$ cat src/rtl/txip_pkg.sv
package txip_pkg;
  localparam int          BYTE_W   = 8;
  localparam logic [7:0]  IDLE_CHR = 8'h7E;
  localparam logic [15:0] CRC_SEED = 16'hFFFF;
  localparam logic [15:0] CRC_POLY = 16'h1021;

  typedef enum logic [1:0] {
    SRC_NORM,
    SRC_CRC_LO,
    SRC_CLOSE
  } tx_src_e;

  function automatic logic [15:0] crc_step(input logic [15:0] c_in, input logic [7:0] d);
    logic [15:0] c;
    logic        fb;
    c = c_in;
    for (int i = 7; i >= 0; i--) begin
      fb = c[15] ^ d[i];
      c  = {c[14:0], 1'b0};
      if (fb) c = c ^ CRC_POLY;
    end
    return c;
  endfunction
endpackage

$ cat src/rtl/txip_fifo.sv
module txip_fifo #(
  parameter  int DEPTH = 4,
  parameter  int W     = 8,
  localparam int AW    = (DEPTH > 1) ? $clog2(DEPTH) : 1,
  localparam int CW    = $clog2(DEPTH + 1)
) (
  input  logic          clk,
  input  logic          rst_n,
  input  logic          push,
  input  logic [W-1:0]  din,
  input  logic          pop,
  output logic [W-1:0]  head,
  output logic [CW-1:0] count,
  output logic          full,
  output logic          empty
);
  logic [W-1:0]  mem [DEPTH];
  logic [AW-1:0] wptr, rptr;

  function automatic logic [AW-1:0] bump(input logic [AW-1:0] p);
    return (p == AW'(DEPTH - 1)) ? '0 : p + AW'(1);
  endfunction

  always_ff @(posedge clk) begin
    if (push) mem[wptr] <= din;
  end

  always_ff @(posedge clk) begin
    if (!rst_n) begin
      wptr  <= '0;
      rptr  <= '0;
      count <= '0;
    end else begin
      if (push) wptr <= bump(wptr);
      if (pop)  rptr <= bump(rptr);
      case ({push, pop})
        2'b10:   count <= count + CW'(1);
        2'b01:   count <= count - CW'(1);
        default: count <= count;
      endcase
    end
  end

  assign head  = mem[rptr];
  assign empty = (count == '0);
  assign full  = (count == CW'(DEPTH));
endmodule

$ cat src/rtl/txip_seq.sv
module txip_seq
  import txip_pkg::*;
(
  input  logic              clk,
  input  logic              rst_n,
  input  logic              out_ready,
  input  logic              fifo_empty,
  input  logic [BYTE_W-1:0] fifo_head,
  input  logic              crc_arm,
  input  logic              eom_clear,
  output logic              pop,
  output logic              close_evt,
  output logic              in_crc,
  output logic              out_valid,
  output logic [BYTE_W-1:0] out_data
);
  tx_src_e           src;
  logic [15:0]       crc_acc;
  logic [7:0]        crc_lo;
  logic              in_frame, crc_on, eom_done;
  logic              hs;

  assign hs        = out_valid && out_ready;
  assign pop       = hs && (src == SRC_NORM) && !fifo_empty;
  assign close_evt = hs && (src == SRC_CLOSE);
  assign in_crc    = (src != SRC_NORM);

  always_ff @(posedge clk) begin
    if (!rst_n) begin
      out_data  <= IDLE_CHR;
      out_valid <= 1'b0;
      src       <= SRC_NORM;
      crc_acc   <= CRC_SEED;
      crc_lo    <= '0;
      in_frame  <= 1'b0;
      crc_on    <= 1'b0;
      eom_done  <= 1'b1;
    end else begin
      out_valid <= 1'b1;
      if (crc_arm)   crc_on   <= 1'b1;
      if (eom_clear) eom_done <= 1'b0;
      if (hs) begin
        case (src)
          SRC_NORM: begin
            if (!fifo_empty) begin
              out_data <= fifo_head;
              crc_acc  <= crc_step(in_frame ? crc_acc : CRC_SEED, fifo_head);
              in_frame <= 1'b1;
            end else if (in_frame) begin
              in_frame <= 1'b0;
              eom_done <= 1'b1;
              if (!eom_done && crc_on) begin
                out_data <= crc_acc[15:8];
                crc_lo   <= crc_acc[7:0];
                crc_on   <= 1'b0;
                src      <= SRC_CRC_LO;
              end else begin
                out_data <= IDLE_CHR;
              end
            end else begin
              out_data <= IDLE_CHR;
            end
          end
          SRC_CRC_LO: begin
            out_data <= crc_lo;
            src      <= SRC_CLOSE;
          end
          default: begin
            out_data <= IDLE_CHR;
            src      <= SRC_NORM;
          end
        endcase
      end
    end
  end
endmodule

$ cat src/rtl/txip_irq.sv
module txip_irq (
  input  logic clk,
  input  logic rst_n,
  input  logic tx_ie,
  input  logic drain_mode,
  input  logic pop,
  input  logic drained,
  input  logic wr_accept,
  input  logic ip_clear,
  input  logic close_evt,
  output logic txip
);
  logic data_ip, eof_ip;
  logic retire, data_set, eof_set;

  assign retire   = wr_accept || ip_clear;
  assign data_set = tx_ie && pop && (!drain_mode || drained);
  assign eof_set  = tx_ie && close_evt;

  always_ff @(posedge clk) begin
    if (!rst_n) begin
      data_ip <= 1'b0;
      eof_ip  <= 1'b0;
    end else begin
      if (data_set)                data_ip <= 1'b1;
      else if (retire && data_ip)  data_ip <= 1'b0;
      if (eof_set)                 eof_ip  <= 1'b1;
      else if (retire && !data_ip) eof_ip  <= 1'b0;
    end
  end

  assign txip = data_ip || eof_ip;
endmodule

$ cat src/rtl/txip_ctrl.sv
module txip_ctrl
  import txip_pkg::*;
#(
  parameter int DEPTH = 4
) (
  input  logic              clk,
  input  logic              rst_n,
  input  logic              tx_ie,
  input  logic              drain_mode,
  input  logic              wr_valid,
  output logic              wr_ready,
  input  logic [BYTE_W-1:0] wr_data,
  input  logic              ip_clear,
  input  logic              crc_arm,
  input  logic              eom_clear,
  output logic              out_valid,
  input  logic              out_ready,
  output logic [BYTE_W-1:0] out_data,
  output logic              txip,
  output logic              buf_empty,
  output logic              overflow
);
  localparam int CW = $clog2(DEPTH + 1);

  logic              push, full, empty, seq_pop, drained, close_evt, seq_in_crc;
  logic [BYTE_W-1:0] head;
  logic [CW-1:0]     count;

  assign push     = wr_valid && !full;
  assign wr_ready = !full;
  assign drained  = seq_pop && (count == CW'(1)) && !push;
  assign buf_empty = empty;

  txip_fifo #(.DEPTH(DEPTH), .W(BYTE_W)) u_fifo (
    .clk(clk), .rst_n(rst_n), .push(push), .din(wr_data), .pop(seq_pop),
    .head(head), .count(count), .full(full), .empty(empty)
  );

  txip_seq u_seq (
    .clk(clk), .rst_n(rst_n), .out_ready(out_ready), .fifo_empty(empty),
    .fifo_head(head), .crc_arm(crc_arm), .eom_clear(eom_clear), .pop(seq_pop),
    .close_evt(close_evt), .in_crc(seq_in_crc), .out_valid(out_valid),
    .out_data(out_data)
  );

  txip_irq u_irq (
    .clk(clk), .rst_n(rst_n), .tx_ie(tx_ie), .drain_mode(drain_mode),
    .pop(seq_pop), .drained(drained), .wr_accept(push), .ip_clear(ip_clear),
    .close_evt(close_evt), .txip(txip)
  );

  always_ff @(posedge clk) begin
    if (!rst_n)                     overflow <= 1'b0;
    else if (wr_valid && full)      overflow <= 1'b1;
  end
endmodule

$ cat config.mk
export PLATFORM = sky130hd
export DESIGN_NAME = txip_ctrl
export DESIGN_NICKNAME = d
export VERILOG_FILES = /design/src/rtl/txip_pkg.sv /design/src/rtl/txip_fifo.sv /design/src/rtl/txip_seq.sv /design/src/rtl/txip_irq.sv /design/src/rtl/txip_ctrl.sv
export SDC_FILE = /design/constraint.sdc
export NUM_CORES = 1
export LEC_CHECK = 0
export BUFFER_PORTS_ARGS = -buffer_cell sky130_fd_sc_hd__buf_4
export CAP_MARGIN = 30
export CORE_MARGIN = 2
export CORE_UTILIZATION = 53
export CTS_CLUSTER_SIZE = 14
export DETAILED_ROUTE_END_ITERATION = 8
export PLACE_DENSITY = 0.75
export SLEW_MARGIN = 20
export SYNTH_ARGS = -nofsm -noshare
export SYNTH_HDL_FRONTEND = slang
export SYNTH_SLANG_ARGS = --single-unit
export TNS_END_PERCENT = 30
$ cat constraint.sdc
create_clock -name clk -period 2 [get_ports clk]
set_input_delay 0.4 -clock clk [delete_from_list [all_inputs] [get_ports clk]]
set_output_delay 0.4 -clock clk [all_outputs]
set_load 0.1 [all_outputs]
==> metrics, run 1 <==
run status=finished clean; Design Area, Final=4314 um2; compound-gate portion of the synthesized area=9.815%; Synth Area in XOR/XNOR=7.344%; Simple-Gate Fraction of Synth Area=15.17%; Die Area=7559 um2; # diodes=0; Synth Register Bits=82; Post-Synth Adder-Cell Area=3.432%; cts bufs inserted=9; Reg area=1964 um2; final setup margin=56.18 ps; hold_sp=wr_data[2]; RSZ-0062 raised after global routing=true; element type at the critical path start=flop; initial drt markers=104; vias in the first global route=2217; EDFF count, synth=32; worst-margin pin slew=560.9 ps; combinational share of power=23.7%; 1st-pass router iterations=4; Post-CTS Setup Bufs=0; CTS max path bufs=2; Post-Synthesis Cells=317; post_cts resized=0; die height=86.94 um; number of remaining DRC errors=0; Switching Fraction=30.47%; largest net degree at the start of global routing=29; Pleak=1.615 nW; Clock Sinks=82; worst vdd ir=560.3 uV; Initial Utilization=54.26%; Post-Route WL=6872 um; maximum fanout along the worst path=8; hold_ws=241.0 ps; worst setup path class=reg2reg; syn nets=344; ANT nets after route=0; Area growth syn-to-layout=18.33%; warnings from Yosys=0; largest family of logic cells by synthesized area=simple AND/OR/NAND/NOR gates; Final Wtd Congestion=0.8309; fraction of layout cells with a size suffix above 1=24.79%; Final period util=97.19%; initial antenna violation count=0; Max Slew Vio Count=0; Cell Rows=30; clock skew after layout=9.089 ps; drt wl/cell=15.65 um; Setup crit end kind=flop; Max-Cap Viols=0; htree depth=3; final worst path period need=1944 ps; sequential fraction of the synthesis area=53.81%; Vias=2385; R2R setup slack=60 ps; Ports=30; Clock Pin Slew Worst Setup and Hold Paths=80 ps; worst hold path type=in2reg; CTS hold repair buffers=0; count of cell types in the netlist=41; Core Area=6719 um2; GRT Total Usage=19.96%; Die W=86.94 um; Layout fillers=499; DP Area=4045 um2; Achievable Freq=0.5145 GHz; clk root buf=clkbuf_8; latest clock arrival within the worst-skew pair=360 ps; syn_area_per_cell=11.50 um2; mux contribution to synthesized area=7.618%; most common flop cell mapped by yosys=dfxtp_1; Layout Nets=381; first-pass GRT wire length=11270 um; DR vias/cell=5.433; worst slack at placement=12.24 ps; multi-input logic area=1669 um2; Hold Fails Final Rpt=0; Net Sw Power=1.302 mW; Synth Cell Area=3646 um2; Final setup viols=0; hpwl dp=4862 um; CP Data Required Time=2230 ps; Clock Power Share=30.8%; Slew headroom=62.56%; FFs w/ async S/R, synth=0%; CTS tree=yes; sequential share of power=45.5%; Int Pwr=2.971 mW; power density cells=990.7 nW/um2; WP data arrival=2170 ps; Port Buf Inserts=29; total gr overflow=0
==> sequential cells by signal, indices dropped and copies added (netlist names), named ones only <==
signal           cells
overflow             1
u_seq.crc_acc       16
u_fifo.wptr          2
u_seq.in_frame       1
u_fifo.count         3
u_irq.data_ip        1
u_seq.out_data       8
u_fifo.mem          32
u_irq.eof_ip         1
u_seq.out_valid      1
u_seq.eom_done       1
u_fifo.rptr          2
u_seq.src            2
u_seq.crc_lo         8
u_seq.crc_on         1
==> layer usage <==
layer | wire length, um | share of wire, % | global-route usage (%)
met1 | 3426 | 50 | 29.39
met2 | 3102 | 45 | 27.83
met3 | 200 | 2.9 | 4.834
met4 | 143 | 2.1 | 8.949
met5 | 0 | 0 | 0
==> cell type report <==
class	instances	area share, %
clock buffers	9	2.871
clock inverters	7	2.175
inverters	10	0.8991
multi-input cells	210	38.69
flip-flops and latches	82	45.53
well taps	80	2.320
repair buffers	41	7.512
==> cell usage after synthesis, types with 5 or more instances <==
cell / number / share of area (%)
nand2_1: 42 / 4.3
inv_1: 9 / 0.93
mux4_2: 6 / 3.7
edfxtp_1: 32 / 26
a21oi_1: 5 / 0.69
nor2b_1: 22 / 3.8
dfxtp_1: 50 / 27
clkbuf_1: 13 / 1.3
nor3_1: 6 / 0.82
xnor2_1: 19 / 4.6
mux2i_1: 9 / 2.5
nor3b_1: 5 / 1.0
nand2b_1: 5 / 0.86
o21ai_0: 5 / 0.69
o211ai_1: 18 / 3.7
nor2_1: 11 / 1.1
xor2_1: 6 / 1.4
o221ai_1: 7 / 1.7
a21boi_0: 7 / 1.4
ha_1: 10 / 3.4
==> cells by family after synthesis <==
| kind of cell | Yosys count |
|---|---|
| XOR/XNOR | 28 |
| AO/OA/AOI/OAI | 48 |
| multiplexers | 17 |
| buffers and inverters | 25 |
| adder cells (fa/ha/maj) | 10 |
| flip-flops | 82 |
| AND/OR/NAND/NOR | 107 |
==> worst paths after layout <==
path                       endpoint  cells past startpoint
setup reg to reg  u_seq.crc_acc[12]                      6
hold reg to reg   u_seq.out_data[6]                      2
setup / recovery  u_seq.crc_acc[12]                      6
hold / removal     u_fifo.mem[0][2]                      1
==> power groups by stage <==
stage          sequential (mW)  combinational (mW)  clock, mW
6_report                  1.95                1.01       1.32
5_1_grt                   1.96                1.09       1.41
4_1_cts                   1.95               0.963       1.33
3_5_place_dp              1.98               0.960          0
3_3_place_gp              1.98               0.945          0
2_1_floorplan             2.04               0.648          0
==> through the flow <==
step                util [%]  setup TNS [ps]  power, mW  instances
global route           64.21          -95.61      4.468        439
global placement       60.20               0      2.925        423
detailed placement     60.20               0      2.944        423
finish                 64.21               0      4.274        439
floorplan                  -           -3617      2.693        317
CTS                    63.45               0      4.243        439
==> layout by cell type, fill, tap and decap left out, types with 7 or more instances in the layout <==
master    instances
o211ai_1         18
ha_1              8
inv_1             7
xnor2_2           7
o221ai_1          7
xnor2_1          14
mux4_2            7
nor2b_1          21
mux2i_1           9
clkbuf_8          9
dfxtp_1          48
buf_4            39
nor2_1           11
edfxtp_1         32
nand2_1          40
==> critical path: stages (launching register included) <==
cell and delay, ps:
dfxtp_1 360, buf_12 140, mux4_2 560, xnor2_1 360, xnor2_1 180, xnor2_1 130
o211ai_1 90
Note: power is estimated with default switching activity, not from simulation.
==> run 2, diff against run 1 <==
CORE_UTILIZATION = 40   (was 53)
PLACE_DENSITY = default   (was 0.75)
==> run 2 against run 1 <==
  * Largest power group unchanged
  * Largest cell class unchanged
  * Non-clock buffer count up 4
  * Highest routed layer unchanged
  * Hold slack worse by 4.1 ps
  * Sequential share of layout area shrank 0.80 points
  * Flip-flop and latch count unchanged
  * Final cell count is 7.3% higher
==> metrics, run 2 (same netlist as run 1, synthesis figures left out) <==
run status=finished clean; Net Sw Power=1.315 mW (+0.98%); Max Slew Vio Count=0 (unchanged); number of remaining DRC errors=0 (unchanged); htree depth=3 (unchanged); Port Buf Inserts=29 (unchanged); Area growth syn-to-layout=20.52%; Core Area=8763 um2 (+30%); Die Area=9894 um2 (+31%); Clock Pin Slew Worst Setup and Hold Paths=90 ps (about the same); combinational share of power=25.0% (+1.3 points); Switching Fraction=31.31% (+0.83 points); initial drt markers=69 (-34%); reg-to-reg critical path endpoint=u_seq.crc_acc[6]; die height=99.47 um (+14%); Initial Utilization=41.60% (-13 points); Final period util=97.35% (+0.16 points); worst vdd ir=589.6 uV (+5.2%); Max-Cap Viols=0 (unchanged); power density cells=956.1 nW/um2 (-3.5%); CTS tree=yes; clock skew after layout=13.87 ps (+4.779 ps); Clock Sinks=82 (unchanged); sequential share of power=46.0% (+0.5 points); element type at the critical path start=flop; total gr overflow=0 (unchanged); cts bufs inserted=9 (unchanged); DR vias/cell=5.110 (-5.9%); largest net degree at the start of global routing=37 (+28%); Achievable Freq=0.5136 GHz (-0.17%); ANT nets after route=0 (unchanged); RSZ-0062 raised after global routing=true; WP data arrival=2190 ps (+20 ps); Final setup viols=0 (unchanged); worst-case reg-to-reg path depth=6 (unchanged); drt wl/cell=15.12 um (-3.4%); CP Data Required Time=2240 ps (about the same); Final Wtd Congestion=0.7600 (-8.5%); clk root buf=clkbuf_8; worst hold path type=in2reg; Layout Nets=385 (+1.0%); final setup margin=52.91 ps (-3.267 ps); hpwl dp=5145 um (+5.8%); Int Pwr=2.886 mW (-2.9%); worst-margin pin slew=446.9 ps (-114.0 ps); worst slack at placement=-28.18 ps (-40.42 ps); Final Util=50.14% (-14 points); CTS hold repair buffers=0 (unchanged); Cell Rows=34 (+13%); final worst path period need=1947 ps (+3.267 ps); commonest non-fill, non-tap cell in the layout=dfxtp_1; fraction of layout cells with a size suffix above 1=27.27% (+2.5 points); max reg flops=32 (unchanged); worst setup path class=reg2reg; CTS max path bufs=2 (unchanged); Largest regs=u_fifo.mem: 32 flops, u_seq.crc_acc: 16 flops; latest clock arrival within the worst-skew pair=360 ps (about the same); most frequent cells in the layout=dfxtp_1 (47), buf_4 (42), nand2_1 (39); Hold Fails Final Rpt=0 (unchanged); first-pass GRT wire length=12030 um (+6.7%); initial antenna violation count=0 (unchanged); Pleak=1.636 nW (+1.3%); Clock Power Share=28.9% (-1.9 points); GRT Total Usage=15.60% (-4.4 points); Post-Route WL=7122 um (+3.6%); maximum fanout along the worst path=6 (-2); Vias=2407 (+0.92%); 1st-pass router iterations=4 (unchanged); Worst Setup EP=u_seq.crc_acc[6]; vias in the first global route=2454 (+11%); Setup crit end kind=flop; R2R setup slack=50 ps (about the same); # diodes=0 (unchanged); Die W=99.47 um (+14%); Ports=30 (unchanged); Slew headroom=70.21% (+7.7 points); Biggest register=u_fifo.mem
[run 2: cell types whose count changed in the layout (fill, tap and decap cells not counted), sizes merged]
cell / change
buf: +4
bufinv: -1
clkbuf: +1
clkinvlp: -2
inv: +2
[run 2: power groups by stage]
stage	Clock (mW)	Sequential (mW)	Combinational, mW
finish	1.22	1.93	1.05
detailed placement	0	1.97	0.999
global route	1.31	1.95	1.15
floorplan	0	2.04	0.648
CTS	1.25	1.93	1.02
global placement	0	1.97	0.992
[run 2: worst min path at each step]
stage	endpoint	cells after the start	startpoint	slack, ps
6_report	u_fifo.mem[2][0]	1	wr_data[0]	240
5_1_grt	u_fifo.mem[0][3]	1	wr_data[3]	220
4_1_cts	u_fifo.mem[2][0]	1	wr_data[0]	220
3_5_place_dp	u_irq.eof_ip	2	u_irq.eof_ip	480
3_3_place_gp	u_irq.eof_ip	2	u_irq.eof_ip	470
2_1_floorplan	u_seq.out_valid	0	rst_n	430
[run 2: metal layers]
layer | wire [um] | GRT usage (%)
met3 | 187 | 3.584
met5 | 0 | 0
met1 | 3276 | 20.40
met2 | 3590 | 25.57
met4 | 67 | 5.479
[run 2: final cells by class]
| cell class | instances | area, um2 |
|---|---|---|
| timing repair buffer | 45 | 366.6 |
| tap | 108 | 135.1 |
| clock inverter | 6 | 72.57 |
| sequential | 82 | 1966 |
| inverter | 10 | 38.79 |
| fill | 790 | 4369 |
| multi-input combinational | 210 | 1688 |
| clock buffer | 10 | 127.6 |
[run 2: worst max-delay path, stage by stage, from the launching register on]
cell,delay [ps]
dfxtp_2,360
buf_12,130
mux4_2,580
xnor2_2,180
xnor2_2,280
and4_4,270
nor3_2,40
[run 2: what timing repair did]
| item | 4_1_cts | 5_1_grt |
|---|---|---|
| pin swaps | 0 | 6 |
| gates resized for setup | 3 | 14 |
| buffers inserted | 0 | 0 |
| setup endpoints to repair | 3 | 8 |
[run 2: per-stage QoR]
| step | instance area, um2 | hold WS (ps) | setup TNS [ps] | power, mW | instances |
|---|---|---|---|---|---|
| 4_1_cts | 4345 | 222.7 | 0 | 4.202 | 471 |
| 2_1_floorplan | 3691 | 427.7 | -3617 | 2.693 | 317 |
| 5_1_grt | 4394 | 219.6 | -78.55 | 4.414 | 471 |
| 6_report | 4394 | 236.9 | 0 | 4.201 | 471 |
| 3_3_place_gp | 4123 | 466.8 | 0 | 2.961 | 455 |
| 3_5_place_dp | 4123 | 479.2 | -31.72 | 2.970 | 455 |
